## config.mk

```make
export PLATFORM = sky130hd
export DESIGN_NAME = word_store_unit
export DESIGN_NICKNAME = d
export VERILOG_FILES = /design/src/rtl/word_store_unit.sv
export SDC_FILE = /design/constraint.sdc
export NUM_CORES = 1
export LEC_CHECK = 0
export BUFFER_PORTS_ARGS = -buffer_cell sky130_fd_sc_hd__buf_2
export CAP_MARGIN = 0
export CORE_MARGIN = 1
export CORE_UTILIZATION = 25
export DETAILED_ROUTE_END_ITERATION = 8
export PLACE_DENSITY = 0.53
export SYNTH_ARGS = -nofsm -noshare
export SYNTH_HDL_FRONTEND = slang
export SYNTH_SLANG_ARGS = --single-unit
```

## constraint.sdc

```tcl
create_clock -name clk -period 1.1 [get_ports clk]
set_clock_uncertainty 0.15 [all_clocks]
set_input_delay 0.22 -clock clk [delete_from_list [all_inputs] [get_ports clk]]
set_output_delay 0.22 -clock clk [all_outputs]
set_load 0.01 [all_outputs]
```

## src/rtl/word_store_unit.sv

```systemverilog
module word_store_unit #(
  parameter int AW     = 32,
  parameter int GW     = 32,
  parameter int DISP_W = 7
) (
  input  logic          clk,
  input  logic          rst_n,
  input  logic          req_vld_i,
  input  logic [GW-1:0] guard_i,
  input  logic [AW-1:0] base_i,
  input  logic [31:0]   data_i,
  input  logic [DISP_W-1:0] disp_i,
  input  logic          order_le_i,
  input  logic          trap_en_i,
  input  logic          mmio_i,
  input  logic          flag_clr_i,
  output logic          wr_vld_o,
  output logic [AW-1:0] wr_addr_o,
  output logic [3:0]    wr_be_o,
  output logic [31:0]   wr_data_o,
  output logic          mis_flag_o,
  output logic          exc_req_o
);
  localparam int SCALE = 2;
  localparam int EXT_W = AW - DISP_W - SCALE;

  logic [AW-1:0] disp_ext, ea;
  logic          go, misal, use_le;
  logic [31:0]   lanes;

  assign disp_ext = {{EXT_W{disp_i[DISP_W-1]}}, disp_i, {SCALE{1'b0}}};
  assign ea       = base_i + disp_ext;
  assign go       = req_vld_i & guard_i[0];
  assign misal    = |ea[SCALE-1:0];
  assign use_le   = order_le_i & ~mmio_i;
  assign lanes    = use_le ? data_i
                           : {data_i[7:0], data_i[15:8], data_i[23:16], data_i[31:24]};

  always_ff @(posedge clk or negedge rst_n) begin
    if (!rst_n) begin
      wr_vld_o   <= 1'b0;
      wr_addr_o  <= '0;
      wr_be_o    <= 4'b0000;
      wr_data_o  <= '0;
      mis_flag_o <= 1'b0;
    end else begin
      wr_vld_o <= go;
      wr_be_o  <= (go && !misal) ? 4'b1111 : 4'b0000;
      if (go) begin
        wr_addr_o <= {ea[AW-1:SCALE], {SCALE{1'b0}}};
        wr_data_o <= lanes;
      end
      if (go && misal)  mis_flag_o <= 1'b1;
      else if (flag_clr_i) mis_flag_o <= 1'b0;
    end
  end

  assign exc_req_o = mis_flag_o & trap_en_i;

  a_r1_addr_aligned: assert property (@(posedge clk) disable iff (!rst_n)
    wr_vld_o |-> (wr_addr_o[1:0] == 2'b00));
  a_r4_be_all_or_none: assert property (@(posedge clk) disable iff (!rst_n)
    wr_be_o != 4'b0000 |-> (wr_be_o == 4'b1111 && wr_vld_o));
  a_r4_flag_rise_blank: assert property (@(posedge clk) disable iff (!rst_n)
    $rose(mis_flag_o) |-> (wr_vld_o && wr_be_o == 4'b0000));
  a_r4_flag_set: assert property (@(posedge clk) disable iff (!rst_n)
    (go && misal) |=> mis_flag_o);
  a_r5_sticky: assert property (@(posedge clk) disable iff (!rst_n)
    (mis_flag_o && !flag_clr_i) |=> mis_flag_o);
  a_r6_exc_needs_flag: assert property (@(posedge clk) disable iff (!rst_n)
    exc_req_o |-> (mis_flag_o && trap_en_i));
  a_r7_guard_false: assert property (@(posedge clk) disable iff (!rst_n)
    (req_vld_i && !guard_i[0]) |=> (!wr_vld_o && $stable(mis_flag_o)));
endmodule

```

Word-level counts from Yosys, hierarchy flattened
Cells that the tools add are included.
{ "word_totals": {"regBits": 68, "in_bits": 110, "output_inout_bits": 71, "wordCells": 19} }
{ "classes": {"add_sub_neg": 1, "n_mux": 4, "n_bitwise": 4, "n_reduce_logical": 5} }
{ "ops": {"columns": ["op", "count"], "rows": [
  ["$add 32x32->32", 1],
  ["$mux 32", 1],
  ["$mux 4", 1],
  ["$and 1x1->1", 3],
  ["$logic_and 1x1->1", 2],
  ["$mux 1", 2],
  ["$reduce_bool 2->1", 1],
  ["$reduce_or 2->1", 1],
  ["$logic_not 1->1", 1],
  ["$not 1->1", 1]
]} }

Depth between registers and ports, before layout
{ "logic_depth": {"depth_word": 5, "depth_mapped": 10, "ltp_nobuf": 10} }

Worst setup path after synthesis
No wires, ideal clock.
{ "synth_timing": {"path_kind": "input to register", "start": "input port base_i[2]", "end": "register wr_addr_o[16]", "setup_ns": 0.133, "arrival_ns": 1.888, "required_time_ns": 0.817, "setup_slack_ns": -1.071, "stages": 10, "path_buffers": 0, "path_cell_list": "ha_1 > inv_1 > fa_1 > nor2b_1 > o2111ai_1 > nand3_1 > a221oi_2 > o21ai_0 > xnor2_1 > o21ai_0"} }
{ "synth_via": {"elab_chain_cells": 1} }
{ "synth_rtl": {"columns": ["element", "line_no", "text"], "rows": [
  ["start: declaration", "10", "input logic [AW-1:0] base_i,"],
  ["$add 32x32->32", "32", "assign ea = base_i + disp_ext;"],
  ["end signal: assignment", "50", "wr_addr_o <= {ea[AW-1:SCALE], {SCALE{1'b0}}};"],
  ["end: declaration", "18", "output logic [AW-1:0] wr_addr_o,"]
]} }
No other way between the ends.
A chain may end at the register's enable or synchronous reset.

Final worst setup path
{ "layout_timing": {"start": "input port disp_i[6]", "end": "register wr_addr_o[31]"} }
{ "layout_via": {"elab_chain_cells": 1} }
{ "layout_rtl": {"columns": ["element", "line_no", "text"], "rows": [
  ["start: declaration", "12", "input logic [DISP_W-1:0] disp_i,"],
  ["$add 32x32->32", "32", null]
]} }
No other way between the ends.

==> out/metrics.csv <==
metric,value,unit
swShare,31.9,%
grt_max_degree,41,
detailedPlacementHpwl,10600,um
report.final.setup_viol,95,
synthesis.area_per_instance,8.98,sq um
clock_insertion_delay_worst_skew,330,ps
number_of_inserted_filler_cells_in_the_final_layout,1596,
first_global_vias,4599,
pwr-share-comb,40.3,%
via_per_inst,4.63,
static_leakage,3.67,nW
endpoint_kind_of_the_worst_setup_timing_path,flip-flop,
post-synth-top-area-cell,sky130_fd_sc_hd__dfrtp_1,
routed_wirelength,14200,um
path_clk_slew,60,ps
die_w,134,um
postSynth.topFlopCell,sky130_fd_sc_hd__dfrtp_1,
die_h,134,um
failing_checks,negative setup slack,
cts-root-to-sink-buffers,2,
irDropWorstVdd,713,uV
cap_violations,0,
gr_overflow_total,0,
cell_internal_pwr,6.74,mW
pwr-share-clk,29.2,%
netlist_top_cells_count,"sky130_fd_sc_hd__nand2_1, sky130_fd_sc_hd__o21ai_0, sky130_fd_sc_hd__dfrtp_1",
critical_path.max_fanout,6,
synthTopCellsByArea,"sky130_fd_sc_hd__dfrtp_1, sky130_fd_sc_hd__ha_1, sky130_fd_sc_hd__o21ai_0, sky130_fd_sc_hd__mux2i_1, sky130_fd_sc_hd__nand2_1",
fmaxAchievable,0.505,GHz
postSynthCellCount,484,
finalHoldWorstSlack,34.2,ps
postLayoutCellArea,7640,sq um
min_period,1980,ps
power_density,1300,nW/um^2
area_enclosed_by_the_die_boundary,17900,sq um
wire_per_inst,14.4,um
number_of_buffers_added_by_the_clock_tree_synthesis_step,9,
timing.critical_path.required,1170,ps
post-route-drc-count,0,
ys_ff_latch,65,
final.period_utilization,180,%
cp.arrival,2050,ps
hold_path.class,input pin to flip-flop,
place_ws,-1400,ps
grt_first_pass_wirelength,22800,um
placement_rows,47,
switching_component_of_the_power,3.16,mW
asyncSetResetFlopFracSynth,100,%
synth_enable_flop_cells,0,
routed-via-count,4560,
final_layout_setup_total_negative_slack,-25910,ps
ios,181,
synth_seq_area_share,37.4,%
numClockSinks,65,
layout-drive-gt1-share,53.3,%
pins_over_slew_limit,0,
synth.most_common_cell,sky130_fd_sc_hd__nand2_1,
yosysWarnings,0,
place.port_buffers,147,
tritoncts,yes,
total_power,9.90,mW
cts-htree-levels,3,
effective_utilization_at_floorplan,25.9,%
status,"complete, but fails checks",
cts_root_buf,sky130_fd_sc_hd__clkbuf_16,
worst_setup_path_start_kind,input pin,
core_area,16800,sq um
final.setup.worst_slack,-880,ps
layout-area-overhead-vs-synth,75.8,%
dr.pass1.iters,4,
antenna_left,0,
grtUsageTotal,16.1,%
nets,899,
placed_area,6160,sq um
drt_iter0_drc,138,
yosysUniqueCellTypes,50,
start_to_end_type_of_the_worst_setup_path,input pin to flip-flop,
gpl.final_weighted_congestion,0.861,
power.share.sequential,30.6,%
synth.cell_area,4350,sq um
synth_top_area_share,37.4,%
grt_setup_unrepaired,yes,
final_hold_viol_count,0,
number_of_antenna_violations_at_the_first_check_in_global_routing,1,
cell usage in the layout, fill, tap and decap left out, types with 9 or more instances in the layout:
master and n:
sky130_fd_sc_hd__buf_4 116, sky130_fd_sc_hd__clkbuf_16 9, sky130_fd_sc_hd__nand2_1 76, sky130_fd_sc_hd__xnor2_1 11
sky130_fd_sc_hd__ha_4 22, sky130_fd_sc_hd__a21oi_2 11, sky130_fd_sc_hd__buf_6 35, sky130_fd_sc_hd__o21ai_2 9
sky130_fd_sc_hd__a21oi_1 12, sky130_fd_sc_hd__nor2_1 10, sky130_fd_sc_hd__mux2i_1 33, sky130_fd_sc_hd__nand4_1 11
sky130_fd_sc_hd__a21o_1 12, sky130_fd_sc_hd__buf_2 132, sky130_fd_sc_hd__dfrtp_1 65, sky130_fd_sc_hd__o21ai_1 46
sky130_fd_sc_hd__o21ai_0 21
power groups by stage:
stage               Clock (mW)  Combinational, mW  Sequential [mW]
finish                    2.89               3.99             3.02
global route              3.07               4.37             3.07
CTS                       2.96               3.68             3.03
detailed placement           0               3.01             3.07
global placement             0               2.98             3.04
floorplan                    0               1.43             3.24
worst max-delay path: stages:
cell and delay [ps]:
sky130_fd_sc_hd__buf_12 120, sky130_fd_sc_hd__buf_6 110, sky130_fd_sc_hd__ha_4 260, sky130_fd_sc_hd__buf_6 120, sky130_fd_sc_hd__nand3_2 60, sky130_fd_sc_hd__a21boi_2 50, sky130_fd_sc_hd__a311o_2 410, sky130_fd_sc_hd__a31oi_4 260
sky130_fd_sc_hd__buf_4 160, sky130_fd_sc_hd__nor4_4 30, sky130_fd_sc_hd__mux2i_1 150, sky130_fd_sc_hd__nand3_1 80
routing by layer:
layer / GRT usage [%] / up-vias / part of all wire, %
li1: - / 2272 / -
met1: 19.7 / 2134 / 44
met2: 28.1 / 134 / 49
met3: 2.65 / 20 / 4.6
met4: 6.57 / 0 / 2.2
met5: 0 / - / 0
timing repair:
action                                 in CTS  in global routing
setup endpoints to repair                  96                 97
endpoints found under the hold margin      67                  0
pin swaps                                  54                 32
resized for setup                         110                 36
setup buffers                              30                 24
cloned                                      1                  0
hold buffers                                4                  0
sequential cells by signal (all words and copies together), names as in the netlist:
signal,count
wr_data_o,32
wr_vld_o,1
wr_addr_o,30
wr_be_o,1
mis_flag_o,1
layout make-up:
| type | instances | area, sq um | share of cell area, % |
|---|---|---|---|
| tap | 220 | 275 | 3.60 |
| antenna | 1 | 2.50 | 0.0328 |
| timing repair buffer | 296 | 2150 | 28.2 |
| multi-input combinational | 379 | 3260 | 42.6 |
| sequential | 65 | 1630 | 21.3 |
| inverter | 8 | 30.0 | 0.393 |
| clock inverter | 5 | 55.1 | 0.721 |
| clock buffer | 11 | 243 | 3.18 |
logic make-up after synthesis:
group	synth area share (%)
AO/OA/AOI/OAI	21.6
adder cells (fa/ha/maj)	8.81
AND/OR/NAND/NOR	14.0
XOR/XNOR	5.44
other	0.0863
multiplexers	7.86
buffers and inverters	4.78
flip-flops	37.4
per-stage QoR:
stage          util, %  std cells
4_1_cts           43.5        961
5_1_grt           45.6        985
6_report          45.6        985
3_3_place_gp      36.8        911
3_5_place_dp      36.8        911
2_1_floorplan        -        485
worst paths after layout:
| kind | slack, ps | startpoint | cells past startpoint | endpoint |
|---|---|---|---|---|
| setup / recovery | -880 | disp_i[6] | 12 | wr_addr_o[31] |
| hold / removal | 30 | data_i[10] | 3 | wr_data_o[10] |
| setup reg to reg | 10 | wr_addr_o[31] | 4 | wr_addr_o[31] |
| hold reg to reg | 330 | wr_data_o[19] | 2 | wr_data_o[19] |
| max in group asynchronous | 280 | rst_n | 3 | wr_addr_o[7] |
| min in group asynchronous | 310 | rst_n | 3 | wr_data_o[2] |
(Power assumes the default switching activity.)
